===== src/rtl/ssl_pkg.sv =====
package ssl_pkg;
  localparam int unsigned CTL_W    = 8;
  localparam int unsigned DATA_BIT = 2;
  localparam int unsigned SCLK_BIT = 3;
  localparam int unsigned FLAG_BIT = 6;
  localparam int unsigned ADDR_W   = 5;
  localparam int unsigned WORD_W   = 13;
  localparam int unsigned PRE_W    = 3;

  typedef enum logic [2:0] {
    S_IDLE, S_BLANK, S_PRE0, S_PRE1, S_BITLO, S_BITHI, S_TAIL, S_FINAL
  } seq_state_t;
endpackage


===== src/rtl/ssl_delay_timer.sv =====
module ssl_delay_timer #(
  parameter int unsigned CNT_W = 8
) (
  input  logic             clk,
  input  logic             rst_n,
  input  logic             load_i,
  input  logic [CNT_W-1:0] val_i,
  output logic             expired_o
);
  logic [CNT_W-1:0] cnt_q, cnt_d;
  logic             cnt_en;

  always_comb begin
    cnt_en = load_i || (cnt_q != '0);
    cnt_d  = load_i ? val_i : cnt_q - 1'b1;
  end

  always_ff @(posedge clk or negedge rst_n) begin
    if (!rst_n)      cnt_q <= '0;
    else if (cnt_en) cnt_q <= cnt_d;
  end

  assign expired_o = (cnt_q == '0);
endmodule


===== src/rtl/ssl_frame_shifter.sv =====
module ssl_frame_shifter #(
  parameter int unsigned ADDR_W = 5,
  parameter int unsigned WORD_W = 13
) (
  input  logic              clk,
  input  logic              rst_n,
  input  logic              load_i,
  input  logic [ADDR_W-1:0] addr_i,
  input  logic [WORD_W-1:0] word_i,
  input  logic              shift_i,
  output logic              head_o,
  output logic              next_o,
  output logic              last_o
);
  localparam int unsigned FRAME_W = 3 + ADDR_W + WORD_W;
  localparam int unsigned IDX_W   = $clog2(FRAME_W);

  logic [FRAME_W-1:0] sh_q, sh_d;
  logic [IDX_W-1:0]   idx_q, idx_d;
  logic               sh_en;

  always_comb begin
    sh_en = load_i || shift_i;
    if (load_i) begin
      sh_d  = {word_i, addr_i, 3'b001};
      idx_d = '0;
    end else begin
      sh_d  = {1'b0, sh_q[FRAME_W-1:1]};
      idx_d = idx_q + 1'b1;
    end
  end

  always_ff @(posedge clk or negedge rst_n) begin
    if (!rst_n) begin
      sh_q  <= '0;
      idx_q <= '0;
    end else if (sh_en) begin
      sh_q  <= sh_d;
      idx_q <= idx_d;
    end
  end

  assign head_o = sh_q[0];
  assign next_o = sh_q[1];
  assign last_o = (idx_q == IDX_W'(FRAME_W - 1));
endmodule


===== src/rtl/synth_serial_loader.sv =====
module synth_serial_loader #(
  parameter int unsigned SETTLE_CYC = 1300,
  parameter int unsigned BLANK_CYC  = 750000,
  parameter int unsigned TAIL_CYC   = 50000,
  parameter int unsigned FINAL_CYC  = 2500000
) (
  input  logic        clk,
  input  logic        rst_n,
  input  logic        start_i,
  input  logic [4:0]  loc_i,
  input  logic [12:0] word_i,
  output logic [7:0]  ctl_o,
  output logic        strobe_o,
  output logic        blank_o,
  output logic        busy_o,
  output logic        done_o
);
  import ssl_pkg::*;

  localparam int unsigned MAX_AB = (SETTLE_CYC > BLANK_CYC) ? SETTLE_CYC : BLANK_CYC;
  localparam int unsigned MAX_CD = (TAIL_CYC > FINAL_CYC) ? TAIL_CYC : FINAL_CYC;
  localparam int unsigned MAX_D  = (MAX_AB > MAX_CD) ? MAX_AB : MAX_CD;
  localparam int unsigned CNT_W  = $clog2(MAX_D + 1);
  localparam logic [CNT_W-1:0] SET_V = CNT_W'(SETTLE_CYC - 1);
  localparam logic [CNT_W-1:0] BLK_V = CNT_W'(BLANK_CYC - 1);
  localparam logic [CNT_W-1:0] TL_V  = CNT_W'(TAIL_CYC - 1);
  localparam logic [CNT_W-1:0] FN_V  = CNT_W'(FINAL_CYC - 1);

  seq_state_t       st_q, st_d;
  logic [CTL_W-1:0] ctl_q, ctl_d, save_q, save_d;
  logic [ADDR_W-1:0] loc_q, loc_d;
  logic             blank_q, blank_d, done_q, done_d;
  logic             tm_load, tm_exp;
  logic [CNT_W-1:0] tm_val;
  logic             sh_load, sh_shift, sh_head, sh_next, sh_last;
  logic             in_strobe_state;

  ssl_delay_timer #(.CNT_W(CNT_W)) u_timer (
    .clk(clk), .rst_n(rst_n), .load_i(tm_load), .val_i(tm_val), .expired_o(tm_exp)
  );

  ssl_frame_shifter #(.ADDR_W(ADDR_W), .WORD_W(WORD_W)) u_shift (
    .clk(clk), .rst_n(rst_n), .load_i(sh_load), .addr_i(loc_i), .word_i(word_i),
    .shift_i(sh_shift), .head_o(sh_head), .next_o(sh_next), .last_o(sh_last)
  );

  always_comb begin
    st_d     = st_q;
    ctl_d    = ctl_q;
    save_d   = save_q;
    loc_d    = loc_q;
    blank_d  = blank_q;
    done_d   = 1'b0;
    tm_load  = 1'b0;
    tm_val   = SET_V;
    sh_load  = 1'b0;
    sh_shift = 1'b0;
    unique case (st_q)
      S_IDLE: if (start_i) begin
        save_d  = ctl_q;
        loc_d   = loc_i;
        ctl_d   = '0;
        blank_d = 1'b1;
        sh_load = 1'b1;
        tm_load = 1'b1;
        tm_val  = BLK_V;
        st_d    = S_BLANK;
      end
      S_BLANK: if (tm_exp) begin
        ctl_d   = '0;
        tm_load = 1'b1;
        st_d    = S_PRE0;
      end
      S_PRE0: if (tm_exp) begin
        ctl_d   = CTL_W'(1);
        tm_load = 1'b1;
        st_d    = S_PRE1;
      end
      S_PRE1: if (tm_exp) begin
        ctl_d[DATA_BIT] = sh_head;
        ctl_d[SCLK_BIT] = 1'b0;
        tm_load = 1'b1;
        st_d    = S_BITLO;
      end
      S_BITLO: if (tm_exp) begin
        ctl_d[SCLK_BIT] = 1'b1;
        tm_load = 1'b1;
        st_d    = S_BITHI;
      end
      S_BITHI: if (tm_exp) begin
        tm_load = 1'b1;
        if (sh_last) begin
          tm_val = TL_V;
          st_d   = S_TAIL;
        end else begin
          sh_shift        = 1'b1;
          ctl_d[DATA_BIT] = sh_next;
          ctl_d[SCLK_BIT] = 1'b0;
          st_d            = S_BITLO;
        end
      end
      S_TAIL: if (tm_exp) begin
        blank_d         = 1'b0;
        ctl_d           = save_q;
        ctl_d[FLAG_BIT] = 1'b1;
        tm_load         = 1'b1;
        tm_val          = FN_V;
        st_d            = S_FINAL;
      end
      S_FINAL: if (tm_exp) begin
        ctl_d           = '0;
        ctl_d[3:0]      = loc_q[3:0];
        ctl_d[FLAG_BIT] = 1'b1;
        done_d          = 1'b1;
        st_d            = S_IDLE;
      end
      default: st_d = S_IDLE;
    endcase
  end

  always_ff @(posedge clk or negedge rst_n) begin
    if (!rst_n) begin
      st_q    <= S_IDLE;
      ctl_q   <= '0;
      save_q  <= '0;
      loc_q   <= '0;
      blank_q <= 1'b0;
      done_q  <= 1'b0;
    end else begin
      st_q    <= st_d;
      ctl_q   <= ctl_d;
      save_q  <= save_d;
      loc_q   <= loc_d;
      blank_q <= blank_d;
      done_q  <= done_d;
    end
  end

  assign in_strobe_state = (st_q == S_PRE0) || (st_q == S_PRE1) ||
                           (st_q == S_BITLO) || (st_q == S_BITHI);
  assign strobe_o = in_strobe_state && tm_exp;
  assign ctl_o    = ctl_q;
  assign blank_o  = blank_q;
  assign busy_o   = (st_q != S_IDLE);
  assign done_o   = done_q;
endmodule


===== config.mk =====
export PLATFORM = sky130hd
export DESIGN_NAME = synth_serial_loader
export DESIGN_NICKNAME = d
export VERILOG_FILES = /design/src/rtl/ssl_pkg.sv /design/src/rtl/ssl_delay_timer.sv /design/src/rtl/ssl_frame_shifter.sv /design/src/rtl/synth_serial_loader.sv
export SDC_FILE = /design/constraint.sdc
export NUM_CORES = 1
export LEC_CHECK = 0
export ABC_AREA = 1
export BUFFER_PORTS_ARGS = -buffer_cell sky130_fd_sc_hd__buf_2
export CAP_MARGIN = 40
export CELL_PAD_IN_SITES_DETAIL_PLACEMENT = 1
export CELL_PAD_IN_SITES_GLOBAL_PLACEMENT = 1
export CORE_ASPECT_RATIO = 2
export CORE_UTILIZATION = 45
export DETAILED_ROUTE_END_ITERATION = 10
export PLACE_DENSITY_LB_ADDON = 0.1
export SYNTH_ARGS = -nofsm -noshare
export SYNTH_HDL_FRONTEND = slang
export SYNTH_SLANG_ARGS = --single-unit

===== constraint.sdc =====
create_clock -name clk -period 2.4 [get_ports clk]
set_input_delay 0.72 -clock clk [delete_from_list [all_inputs] [get_ports clk]]
set_output_delay 0.72 -clock clk [all_outputs]
set_load 0.03 [all_outputs]

# After elaboration in Yosys (flattened, before gate mapping)
# Cells that the tools add are included.
# totals
regBits,73
out_inout_bits,12
inputBits,21
word_cells,92
# op_classes
n_mux,42
addsub,2
n_eq_ne,17
n_reduce_logical,20
# ops
op,count
22-bit one-hot mux with 3 select lines,1
22-bit 2-to-1 mux,2
8-bit 2-to-1 mux,5
16-bit 2-to-1 mux,2
3-bit 2-to-1 mux,8
3-bit one-hot mux with 8 select lines,1
22-bit logical NOT,1
22-bit nonzero test,1
"22-bit by 1-bit subtractor with 22-bit output, second input constant",1
21-bit 2-to-1 mux,1
20-bit 2-to-1 mux,1
4-bit one-hot mux with 5 select lines,1
"2-bit != test, second input constant",9
9-bit AND reduction,2
"3-bit equality test, second input constant",4
1-bit 2-to-1 mux,10
2-bit one-hot mux with 5 select lines,1
2-bit 2-to-1 mux,4
1-bit one-hot mux with 8 select lines,1
8-bit AND reduction,1
1-bit one-hot mux with 7 select lines,1
7-bit nonzero test,1
"3-bit by 2-bit equality test with 1-bit output, second input constant",2
6-bit AND reduction,1
other kinds (14),19

# Logic depth before layout (Yosys ltp)
# depth
depth_word,5
depth_mapped,12
depth_no_buf,10

# Cells and area by module
# From an unflattened synthesis, not the netlist that was laid out.
# unflattened
cells_unflattened,566
area_unflattened_um2,4271.6
# modules_own_cells
mod,area_each_um2,n_inst,cells_each,seq_area_each_um2
synth_serial_loader,1635.3,1,217,600.6
ssl_delay_timer,1443.9,1,215,550.5
ssl_frame_shifter,1192.4,1,134,650.6

# Worst setup path after synthesis
# OpenSTA, ideal clock, no wires.
# synth_timing
path_kind,register to output
from,register u_timer.cnt_q[0]
to,output strobe_o
n_path_buf,0
required_time_ns,1.680
arrival_ns,1.597
stages_incl_launch_ff,7
setup_slack_ns,0.083
path_cell_list,dfrtp_1 inv_1 ha_1 nand3_1 nor2_1 nand3_1 nor2_1
# synth_between
elab_chain_len,2
# synth_rtl
item,line_no,text
from (decl),ssl_delay_timer.sv:10,"logic [CNT_W-1:0] cnt_q, cnt_d;"
from (signal assigned),ssl_delay_timer.sv:20,else if (cnt_en) cnt_q <= cnt_d;
22-bit logical NOT,ssl_delay_timer.sv:23,assign expired_o = (cnt_q == '0);
1-bit logical AND,synth_serial_loader.sv:141,assign strobe_o = in_strobe_state && tm_exp;
to (decl),synth_serial_loader.sv:13,"output logic strobe_o,"
# Every way passes these cells.

# Worst setup path after layout
# Ends and elaborated chain as after synthesis.

==> results.cfg <==
[run_status]
status = finished clean

[die]
row_count = 47
dieArea_sq_um = 9140
core_area_sq_um = 8350
die_x_um = 68.1
io_pins = 33
die_y_um = 134
start_util_pct = 47.1

[global_routing]
grt_pass1_vias = 3960
grt_max_degree = 73
groute.usage.overall_pct = 28.0
grt_antenna_before_repair = 0
globalRouteOverflowTotal = 0
grt_pass1_wl_mm = 18.8

[sta]
setup_viol = 0
fmax_mhz = 424
fin_crit_ps = 2360
worstMarginPinSlew_ps = 498
slew_headroom_pct = 66.7
finClkSkew_ps = 7.82
whs_ps = 405
final_hold_viol_count = 0
drv_slew = 0
finalCritPeriodShare_pct = 98.3

[synthesis]
synth_area_leaders = dfrtp_1, nand2_1, nor2_1, inv_1, nand3_1
synth-seq-cells = 72
yosys-top-cells-count = nand2_1, dfrtp_1, nor2_1
netlist_area_sq_um = 3940
syn_inst = 493
synth_most_common_cell = nand2_1
synth_cell_types = 35
synth.top_cell.area_share_pct = 45.8
synth_edf_count = 0
async_flop_share_pct = 100
ys_seq_area_share_pct = 45.8
syn-num-nets = 517
ys.flop_type = dfrtp_1
synth_area_leader_cell = dfrtp_1
yosys_warnings = 0
syn_avg_cell_area_sq_um = 7.98

[route]
drt_pre_antenna_iters = 4
drt_iter0_markers = 114
vias = 3472
viasPerCell = 5.42
wl_mm = 11.5
wl_per_cell_um = 17.9
drc_errors = 0
antenna_left = 0

[place]
place_area_sq_um = 4210
dp_hpwl_mm = 8.26
gp_congestion = 0.862
portBuffers = 32

[clock_tree]
clk_pin_slew_ps = 60
clkSinkCount = 72
clock_latency_ps = 340
cts_tree = built
htreeDepth = 3
clockRootBuffer = clkbuf_16
numCtsBuffers = 9
ctsLongestPathBuffers = 2
hold_buffers = 0

[finish]
diodes = 0
final_util_pct = 55.3
nNetsFinal = 562
drive_gt1_share_pct = 22.5
syn_to_final_growth_pct = 17.3
finalInstanceArea_sq_um = 4610

[power]
comb_power_share_pct = 37.7
power_frac_seq_pct = 35.8
total_power_uw = 5150
leakage_uw = 0.00222
peakVddDrop_mv = 0.586
intPower_uw = 3070
p_per_area_nw_per_um2 = 1120
p_clk_share_pct = 26.6
p_switching_uw = 2080
p_sw_share_pct = 40.4

[critical_path]
start_kind = register
reg2reg_depth = 9
cp_top_family = simple AND/OR/NAND/NOR gates
cp_max_fo = 3
r2r-start = u_timer.cnt_q[17]
crit_chain = inv_2 -> ha_4 -> nand3_4 -> nor2_4 -> nand3_2 -> nor2_2 -> buf_6
required_ps = 1680
reg2reg_slack_ps = 310
crit_path_end_kind = primary output
r2r-end = ctl_o[5]
crit_slowest_cell = dfrtp_1
crit_start = u_timer.cnt_q[0]
setup.worst_path.class = reg -> out
cp_data_arrival_time_ps = 1640
slowest_delay_ps = 400
critPathBufInv = 2

[worst_hold_path]
holdCritPathClass = in -> async

[job]
drv_cap = 0
-- final cells by class --
cell class              instances  area (sq um)
fillers                      1057          3740
flip-flops and latches         72          1800
clock buffers                  10           239
multi-input cells             355          1880
well taps                      98           123
repair buffers                 49           307
clock inverters                 6          67.6
inverters                      51           194
-- cell usage in the layout (no fill, tap or decap), drive strengths merged, types with 10 or more instances in the layout --
master  Yosys  final
inv        51     52
a21oi      18     18
nand3      33     33
nand2     136    136
o21ai      42     42
o22ai      11     11
dfrtp      72     72
buf        14     49
clkbuf      1     10
nor2       76     76
-- worst register-to-register path: stages (launching register included) --
cell and delay (ps):
dfrtp_1 440, nor2_1 190, nand2_1 130, nor2_4 130, buf_4 170, nand3_2 250
a21boi_2 300, nand2_1 200, nand2_1 120, nand2_1 50
-- through the flow --
stage	instances	setup TNS, ps	worst slack [ps]
2_1_floorplan	493	0	83.2
5_1_grt	641	-33.7	-33.7
4_1_cts	638	0	0.258
3_5_place_dp	621	0	62.3
3_3_place_gp	621	0	143
6_report	641	0	41.7
-- flip-flops by register name, summed over array words and instances, names as in the netlist --
register       flops
blank_o            1
ctl_o              8
done_o             1
loc_q              4
save_q             7
st_q               3
u_shift.idx_q      5
u_shift.sh_q      21
u_timer.cnt_q     22
-- power groups by stage --
stage	Sequential (uW)	Clock, uW	Combinational (uW)
floorplan	1820	0	1340
global placement	1820	0	1740
detailed placement	1850	0	1830
CTS	1830	1390	1900
global route	1880	1440	2180
finish	1840	1370	1940
-- timing repair --
item / in CTS / in global routing
hold endpoints to repair: 0 / 0
pin swaps: 1 / 2
gates cloned: 0 / 0
setup buffers: 1 / 3
resized for setup: 7 / 14
endpoints found under the setup margin: 1 / 1
-- layer usage --
layer / vias to the layer above / part of all wire (%) / wire length [um] / global-route usage, %
li1: 1672 / - / - / -
met1: 1713 / 36 / 4170 / 28.1
met2: 54 / 58 / 6630 / 51.9
met3: 33 / 1.9 / 215 / 4.93
met4: 0 / 4.0 / 454 / 13.8
met5: - / 0 / 0 / 0
-- cells by family after synthesis --
logic type,count (synthesis),synth area share [%]
DFF,72,45.8
adders and majority gates,3,0.954
xor gates and xnor gates,14,3.12
and+or+nand+nor,263,30.9
AOI/OAI and AO/OA,75,11.2
buffers and inverters,66,8.01
-- worst max-delay path by stage --
stage                           to  slack, ps  cells past startpoint
after floorplan           strobe_o         80                      6
after global placement    strobe_o        140                      7
after detailed placement  strobe_o         60                      7
after CTS                 strobe_o        0.3                      6
after global routing      strobe_o        -30                      7
final                     strobe_o         40                      7
(Power assumes the default switching activity.)
